### config.mk
export PLATFORM = sky130hd
export DESIGN_NAME = ckdiv_bank
export DESIGN_NICKNAME = d
export VERILOG_FILES = /design/src/rtl/ckdiv_pkg.sv /design/src/rtl/ckdiv_clamp.sv /design/src/rtl/ckdiv_domain.sv /design/src/rtl/ckdiv_bank.sv
export SDC_FILE = /design/constraint.sdc
export NUM_CORES = 1
export LEC_CHECK = 0
export ABC_AREA = 0
export CORE_ASPECT_RATIO = 1.75
export CORE_MARGIN = 2
export CORE_UTILIZATION = 25
export CTS_BUF_LIST = sky130_fd_sc_hd__clkbuf_16
export CTS_CLUSTER_SIZE = 12
export DETAILED_ROUTE_END_ITERATION = 8
export PLACE_DENSITY = 0.54
export SETUP_SLACK_MARGIN = 0.1
export SYNTH_ARGS = -nofsm -noshare
export SYNTH_HDL_FRONTEND = slang
export SYNTH_SLANG_ARGS = --single-unit
### constraint.sdc
create_clock -name clk -period 8.6 [get_ports clk]
set_clock_uncertainty 0.2 [all_clocks]
set_input_delay 0.86 -clock clk [delete_from_list [all_inputs] [get_ports clk]]
set_output_delay 0.86 -clock clk [all_outputs]
set_load 0.005 [all_outputs]
### src/rtl/ckdiv_pkg.sv
// Package: shared widths, domain indices and exponent type for the divider bank.
// Assumes a 16-bit control word with six 2-bit exponent fields in the low 12 bits.
package ckdiv_pkg;
    localparam int REG_W    = 16;
    localparam int EXP_W    = 2;
    localparam int NUM_DOM  = 6;
    localparam int FIELDS_W = NUM_DOM * EXP_W;

    // Domain indices; field position is index * EXP_W
    localparam int DOM_PER = 0;
    localparam int DOM_LCD = 1;
    localparam int DOM_CPU = 2;
    localparam int DOM_DSP = 3;
    localparam int DOM_TC  = 4;
    localparam int DOM_MMU = 5;

    typedef logic [EXP_W-1:0] exp_t;
endpackage

### src/rtl/ckdiv_clamp.sv
// Module: combinational repair of a written control word.
// Assumes the field layout from ckdiv_pkg. Upper bits pass through unchanged.
// The steps run in a fixed order, and each step sees the results of the earlier ones.
module ckdiv_clamp
    import ckdiv_pkg::*;
(
    input  logic [REG_W-1:0] raw_word,
    output logic [REG_W-1:0] fixed_word
);
    exp_t per_w, lcd_w, cpu_w, dsp_w, tc_w, mmu_w;
    exp_t per_c, lcd_c, tc_c, mmu_c;

    // Purpose: split the raw word into its exponent fields
    always_comb begin
        per_w = raw_word[DOM_PER*EXP_W +: EXP_W];
        lcd_w = raw_word[DOM_LCD*EXP_W +: EXP_W];
        cpu_w = raw_word[DOM_CPU*EXP_W +: EXP_W];
        dsp_w = raw_word[DOM_DSP*EXP_W +: EXP_W];
        tc_w  = raw_word[DOM_TC*EXP_W  +: EXP_W];
        mmu_w = raw_word[DOM_MMU*EXP_W +: EXP_W];
    end

    // Purpose: clamp the DSP-MMU exponent into [dsp, dsp+1]
    always_comb begin
        mmu_c = mmu_w;
        if (mmu_c < dsp_w)
            mmu_c = dsp_w;
        if ({1'b0, mmu_c} > ({1'b0, dsp_w} + 3'd1))
            mmu_c = dsp_w + exp_t'(1);
    end

    // Purpose: raise the traffic-controller exponent to the CPU and corrected MMU values
    always_comb begin
        tc_c = tc_w;
        if (tc_c < cpu_w)
            tc_c = cpu_w;
        if (tc_c < mmu_c)
            tc_c = mmu_c;
    end

    // Purpose: raise the LCD and peripheral exponents to the corrected traffic-controller value
    always_comb begin
        lcd_c = (lcd_w < tc_c) ? tc_c : lcd_w;
        per_c = (per_w < tc_c) ? tc_c : per_w;
    end

    // Purpose: reassemble the repaired word with the upper bits untouched
    always_comb begin
        fixed_word = raw_word;
        fixed_word[DOM_PER*EXP_W +: EXP_W] = per_c;
        fixed_word[DOM_LCD*EXP_W +: EXP_W] = lcd_c;
        fixed_word[DOM_CPU*EXP_W +: EXP_W] = cpu_w;
        fixed_word[DOM_DSP*EXP_W +: EXP_W] = dsp_w;
        fixed_word[DOM_TC*EXP_W  +: EXP_W] = tc_c;
        fixed_word[DOM_MMU*EXP_W +: EXP_W] = mmu_c;
    end
endmodule

### src/rtl/ckdiv_domain.sv
// Module: one domain's power-of-two enable generator.
// It counts from 0 to 2^exp-1 and pulses while the count is 0.
// A new exponent is sampled only at the wrap, so a period is never cut short.
// Assumes exp_in is stable apart from register writes.
module ckdiv_domain #(
    parameter int EXP_W = 2
) (
    input  logic             clk,
    input  logic             rst_n,
    input  logic [EXP_W-1:0] exp_in,
    output logic             en_out
);
    localparam int CNT_W = (1 << EXP_W) - 1;

    logic [EXP_W-1:0] act_exp;
    logic [CNT_W-1:0] cnt;
    logic [CNT_W-1:0] last_cnt;
    logic             wrap;

    // Purpose: last count value of the active period
    always_comb begin
        last_cnt = CNT_W'((CNT_W+1)'(1) << act_exp) - CNT_W'(1);
        wrap     = (cnt == last_cnt);
    end

    // Purpose: advance the counter and load a new exponent at the wrap
    always_ff @(posedge clk) begin
        if (!rst_n) begin
            cnt     <= '0;
            act_exp <= '0;
        end else if (wrap) begin
            cnt     <= '0;
            act_exp <= exp_in;
        end else begin
            cnt <= cnt + CNT_W'(1);
        end
    end

    // Purpose: one-cycle enable at the start of every period
    assign en_out = (cnt == '0);

    AST_CNT_IN_PERIOD: assert property (@(posedge clk) disable iff (!rst_n)
        cnt <= last_cnt);
    AST_EXP_AT_WRAP_ONLY: assert property (@(posedge clk) disable iff (!rst_n)
        !wrap |=> $stable(act_exp));
    AST_PULSE_THEN_GAP: assert property (@(posedge clk) disable iff (!rst_n)
        (en_out && act_exp != '0) |=> !en_out);
endmodule

### src/rtl/ckdiv_bank.sv
// Module: top of the divider bank. It holds the corrected control word and fans
// the exponent fields out to one enable generator per domain.
// Assumes a single root clock and a synchronous active-low reset.
module ckdiv_bank
    import ckdiv_pkg::*;
(
    input  logic                clk,
    input  logic                rst_n,
    input  logic                wr_en,
    input  logic [REG_W-1:0]    wr_data,
    output logic [REG_W-1:0]    rd_data,
    output logic [NUM_DOM-1:0]  clk_en
);
    logic [REG_W-1:0] fixed_word;
    logic [REG_W-1:0] ctl_q;

    ckdiv_clamp u_clamp (
        .raw_word   (wr_data),
        .fixed_word (fixed_word)
    );

    // Purpose: store the repaired word on a write
    always_ff @(posedge clk) begin
        if (!rst_n)
            ctl_q <= '0;
        else if (wr_en)
            ctl_q <= fixed_word;
    end

    assign rd_data = ctl_q;

    // Purpose: one enable generator per domain, fed from its field
    for (genvar d = 0; d < NUM_DOM; d++) begin : g_dom
        ckdiv_domain #(.EXP_W(EXP_W)) u_dom (
            .clk    (clk),
            .rst_n  (rst_n),
            .exp_in (ctl_q[d*EXP_W +: EXP_W]),
            .en_out (clk_en[d])
        );
    end

    AST_UPPER_PASS: assert property (@(posedge clk) disable iff (!rst_n)
        wr_en |=> ctl_q[REG_W-1:FIELDS_W] == $past(wr_data[REG_W-1:FIELDS_W]));
    AST_MMU_BAND: assert property (@(posedge clk) disable iff (!rst_n)
        (ctl_q[DOM_MMU*EXP_W +: EXP_W] >= ctl_q[DOM_DSP*EXP_W +: EXP_W]) &&
        ({1'b0, ctl_q[DOM_MMU*EXP_W +: EXP_W]} <= {1'b0, ctl_q[DOM_DSP*EXP_W +: EXP_W]} + 3'd1));
    AST_TC_FLOOR: assert property (@(posedge clk) disable iff (!rst_n)
        (ctl_q[DOM_TC*EXP_W +: EXP_W] >= ctl_q[DOM_CPU*EXP_W +: EXP_W]) &&
        (ctl_q[DOM_TC*EXP_W +: EXP_W] >= ctl_q[DOM_MMU*EXP_W +: EXP_W]));
    AST_SLOW_FLOOR: assert property (@(posedge clk) disable iff (!rst_n)
        (ctl_q[DOM_LCD*EXP_W +: EXP_W] >= ctl_q[DOM_TC*EXP_W +: EXP_W]) &&
        (ctl_q[DOM_PER*EXP_W +: EXP_W] >= ctl_q[DOM_TC*EXP_W +: EXP_W]));
    AST_HOLD_NO_WRITE: assert property (@(posedge clk) disable iff (!rst_n)
        !wr_en |=> $stable(ctl_q));
endmodule

# --- After elaboration in Yosys (flattened, before gate mapping) ---
# Index checks and enable logic that the tools add are counted.
word_totals:
  inputBits: 19
  output_inout_bits: 22
  ff_bits: 46
  wordCells: 64
classes:
  addsub: 14
  eq_ne: 6
  shift: 6
  order_cmp: 6
  n_mux: 6
  reduce_logical: 12
  bitwise: 1
op_table:
  columns: ["op", "count"]
  rows:
  - ["adder 3 x 1 -> 3 bit, second input constant", 6]
  - ["equality test 3 bit", 6]
  - ["logical NOT 3 bit", 6]
  - ["<< shifter 1 x 2 -> 3 bit, first input constant", 6]
  - ["subtractor 3 x 2 -> 3 bit, second input constant", 6]
  - ["two-way mux 2 bit", 6]
  - ["OR reduction 2 bit", 6]
  - ["less-than comparator 2 bit", 5]
  - ["adder 2 x 1 -> 3 bit, second input constant", 1]
  - ["> comparator 2 x 3 -> 1 bit", 1]
  - ["adder 2 x 1 -> 2 bit, second input constant", 1]
  - ["inverter 1 bit", 1]

# --- Logic depth before layout (Yosys ltp) ---
depth:
  word_depth: 8
  mapped_depth: 15
  depth_no_buf: 15

# --- By module ---
# Synthesis repeated with hierarchy kept, for this count alone.
unflattened:
  cells_unflattened: 349
  hier_area_um2: 3241.9
by_module_without_submodules:
  columns: ["mod", "cells_per_inst", "instances", "area_each_um2"]
  rows:
  - ["ckdiv_domain", 40, 6, 362.8]
  - ["ckdiv_bank", 51, 1, 615.6]
  - ["ckdiv_clamp", 58, 1, 449.2]

# --- Worst setup path after synthesis ---
# OpenSTA, ideal clock, no wires.
synth_timing:
  path_kind: "in2reg"
  start: "input port wr_data[7]"
  end: "register ctl_q[0], in the netlist rd_data[0]"
  path_slack_ps: 5181
  arrival_time_ps: 3144
  t_required_ps: 8325
  cell_stages: 15
  n_path_buf: 0
  setup_time_ps: 75
  cell_sequence: "inv_1 > ha_1 > nand2b_1 > o2bb2ai_1 > inv_1 > ha_1 > a21oi_1 > o21a_1 > mux2i_1 > ha_1 > ha_1 > inv_1 > o21ai_0 > o311a_1 > o22ai_1"
synth_between:
  elab_chain_len: 8
synth_rtl:
  columns: ["item", "line", "source"]
  rows:
  - ["start, declared", "ckdiv_bank.sv:10", "input logic [REG_W-1:0] wr_data,"]
  - ["less-than comparator 2 bit", "ckdiv_clamp.sv:26", "if (mmu_c < dsp_w)"]
  - ["two-way mux 2 bit", "ckdiv_clamp.sv:26", null]
  - ["> comparator 2 x 3 -> 1 bit", "ckdiv_clamp.sv:28", "if ({1'b0, mmu_c} > ({1'b0, dsp_w} + 3'd1))"]
  - ["two-way mux 2 bit (*)", "ckdiv_clamp.sv:28", null]
  - ["less-than comparator 2 bit", "ckdiv_clamp.sv:37", "if (tc_c < mmu_c)"]
  - ["two-way mux 2 bit (*)", "ckdiv_clamp.sv:37", null]
  - ["less-than comparator 2 bit", "ckdiv_clamp.sv:44", "per_c = (per_w < tc_c) ? tc_c : per_w;"]
  - ["two-way mux 2 bit (*)", "ckdiv_clamp.sv:44", null]
  - ["end signal, assigned", "ckdiv_bank.sv:27", "ctl_q <= fixed_word;"]
  - ["end, declared", "ckdiv_bank.sv:15", "logic [REG_W-1:0] ctl_q;"]
# Every way passes the cells marked *; elsewhere a longest branch is shown, timed or not.
# A chain may end at the register's enable or synchronous reset.

# --- Worst setup path after layout ---
# Ends and elaborated chain as after synthesis.

==> reports/qor.yml <==
power_and_ir_drop:
  power.share.combinational_pct: 25.7
  ir_worst_vdd_uv: 82.9
  swShare_pct: 31.0
  p_int_mw: 0.429
  switchingPower_mw: 0.193
  total_power_mw: 0.622
  powerDensity_nw_per_um2: 181
  pwr-share-seq_pct: 44.5
  clockPowerShare_pct: 29.8
  p_leak_nw: 1.34
run_status:
  status: "finished, final reports clean"
detailed_routing:
  first_iter_violations: 125
  postRouteAntennaNets: 0
  dr.pass1.iters: 4
  wirelength_um: 6610
  drc: 0
  wl_per_cell_um: 13.1
  viasPerCell: 5.03
  vias: 2534
place:
  routabilityCongestion: 0.793
  io_buffers: 40
  pre_cts_slack_ns: 4.33
  place_inst: 496
  placed_cell_area_um2: 3290
  dp_hpwl_um: 5020
worst_setup_path:
  path_max_fanout: 5
  slowest_stage: "clkdlybuf4s50_1"
  required_ns: 8.61
  worstPathCellList: "clkdlybuf4s50_1 > inv_1 > ha_1 > nand2b_1 > o2bb2ai_1 > inv_1 > ha_1 > a21oi_1 > o21a_1 > mux2i_1 > ha_1 > ha_1 > inv_1 > o21ai_0 > o311a_1 > o22ai_1"
  critPathKind: "in -> reg"
  crit_path_end_kind: "flip-flop"
  worst_path_most_repeated_cell: "ha_1"
  critPathLaunchType: "primary input"
  crit_arrival_ns: 3.97
  slowest_delay_ns: 0.50
synthesis:
  ys_seq_area_share_pct: 32.0
  netlist_instances: 351
  synth_fp_nets: 395
  synth.area.top_cells: "dfxtp_1 (32%), ha_1 (11%), inv_1 (3.9%)"
  ys_warn_count: 0
  synth-edff-count: 0
  synthArstFlopShare_pct: 0
  synth_flop_cell: "dfxtp_1"
  avgSynthCellArea_um2: 8.21
  ys_types: 52
  syn-cell-area_um2: 2880
  ys_seq_elements: 46
  synth_top_area_share_pct: 32.0
  yosysTopAreaCell: "dfxtp_1"
cts:
  cts_resized: 0
  clkLatencyLatePin_ns: 0.29
  cts_tree: "done"
  cts_made_buffers: 5
  ctsHoldBuffers: 0
  clk_pin_slew_worst_paths_ns: 0.06
  cts_buffer_depth: 2
  cts-root-buf: "clkbuf_16"
  postCtsSetupBuffers: 0
  cts_max_level: 2
  cts.sinks: 46
global_routing:
  overflow: 0
  antenna_found_initial: 0
  grt_pass1_vias: 2416
  grt_max_degree: 25
  grt_use_total_pct: 10.9
  grt_pass1_wl_um: 11100
floorplanning:
  die_w_um: 85.1
  die_area_um2: 12400
  start_util_pct: 25.8
  die_h_um: 146
  rows: 51
  core-area_um2: 11200
  io_pins: 41
sta:
  setup_viol: 0
  setup_tns_ns: 0
  worst_pin_slew_ns: 1.07
  worst_slack_ns: 4.64
  finalCritPeriodShare_pct: 46.1
  holdWs_ns: 0.296
  min_period_ns: 3.96
  hold_viol: 0
  maxSlewViolCount: 0
  rsz0062_at_grt: "false"
  max_freq_mhz: 252
  slew_headroom_pct: 28.3
final_layout:
  antenna_cells: 0
  final_cell_area_um2: 3430
  drive_gt1_share_pct: 3.49
  postLayoutCoreUtil_pct: 30.7
  final_nets: 415
  stdcell_count: 504
  syn_to_final_growth_pct: 19.2
job:
  max-cap-violations: 0
worst_hold_path:
  hold_class: "reg -> reg"
==> cells in the mapped netlist, drive strengths merged, types with 3 or more instances <==
cell / count
dfxtp: 46
inv: 31
ha: 25
nand2: 25
nor2: 24
o21ai: 22
buf: 20
a21oi: 15
nor3: 14
nor2b: 11
a211oi: 10
and3: 9
mux2i: 9
clkbuf: 8
nand2b: 6
o22ai: 6
o31ai: 6
o32ai: 5
xnor2: 5
nor4: 4
a21o: 3
a221oi: 3
nand3: 3
nand3b: 3
o211ai: 3
o21a: 3
==> layout by cell type (no fill, tap or decap), types with 5 or more instances in the layout <==
| master | count |
|---|---|
| a211oi_1 | 10 |
| a21oi_1 | 15 |
| and3_1 | 8 |
| clkbuf_16 | 5 |
| clkdlybuf4s50_1 | 40 |
| dfxtp_1 | 46 |
| ha_1 | 25 |
| inv_1 | 31 |
| mux2i_1 | 9 |
| nand2_1 | 25 |
| nand2b_1 | 6 |
| nor2_1 | 24 |
| nor2b_1 | 11 |
| nor3_1 | 14 |
| o21ai_0 | 21 |
| o22ai_1 | 6 |
| o31ai_1 | 6 |
| o32ai_1 | 5 |
| xnor2_1 | 5 |
==> final timing paths <==
check | startpoint | endpoint | slack (ns) | depth (start not counted)
worst min register to register | rd_data[14] | rd_data[14] | 0.30 | 2
worst max-delay path | wr_data[7] | rd_data[0] | 4.64 | 16
worst max register to register | g_dom[5].u_dom.cnt[1] | g_dom[5].u_dom.cnt[2] | 6.92 | 4
worst min-delay path | rd_data[14] | rd_data[14] | 0.30 | 2
==> flip-flops by register name, indices dropped and copies added (netlist names) <==
signal,flops
g_dom.u_dom.act_exp,12
g_dom.u_dom.cnt,18
rd_data,16
==> kinds of logic (layout without fill, tap and decap cells) <==
| family | count (synthesis) | count (layout) | synth area share, % |
|---|---|---|---|
| XOR/XNOR | 7 | 7 | 2.13 |
| multiplexers | 9 | 9 | 3.13 |
| AND/OR/NAND/NOR | 114 | 114 | 20.8 |
| buffers and inverters | 59 | 80 | 9.56 |
| adder cells (fa/ha/maj) | 25 | 25 | 10.9 |
| flip-flops | 46 | 46 | 32.0 |
| AO/OA/AOI/OAI | 91 | 91 | 21.6 |
==> worst max-delay path, delay by kind of cell <==
kind / cells / cell delay, ns
muxes: 1 / 0.33
buffers and inverters: 4 / 0.70
and+or+nand+nor: 1 / 0.07
adders and majority gates: 4 / 1.13
AOI/OAI and AO/OA: 6 / 0.91
==> power by group through the flow <==
| stage | clock, mW | combinational [mW] | sequential [mW] |
|---|---|---|---|
| after floorplan | 0 | 0.129 | 0.260 |
| after global placement | 0 | 0.158 | 0.280 |
| after detailed placement | 0 | 0.162 | 0.281 |
| after CTS | 0.193 | 0.163 | 0.276 |
| after global routing | 0.200 | 0.184 | 0.282 |
| final | 0.185 | 0.160 | 0.277 |
==> metal layers <==
metal	up-vias	global-route usage (%)	wire (um)
met5	-	0	0
met4	0	6.03	250
met3	16	1.76	183
met2	46	18.9	3320
met1	1181	12.3	2860
li1	1291	-	-
==> cell type report <==
class | count | area (um2)
clock buffer | 5 | 125
clock inverter | 3 | 12.5
fill | 1170 | 7730
inverter | 31 | 116
multi-input combinational | 246 | 1680
sequential | 46 | 921
tap | 132 | 165
timing repair buffer | 41 | 408
Power figures use the tool's default switching activity.
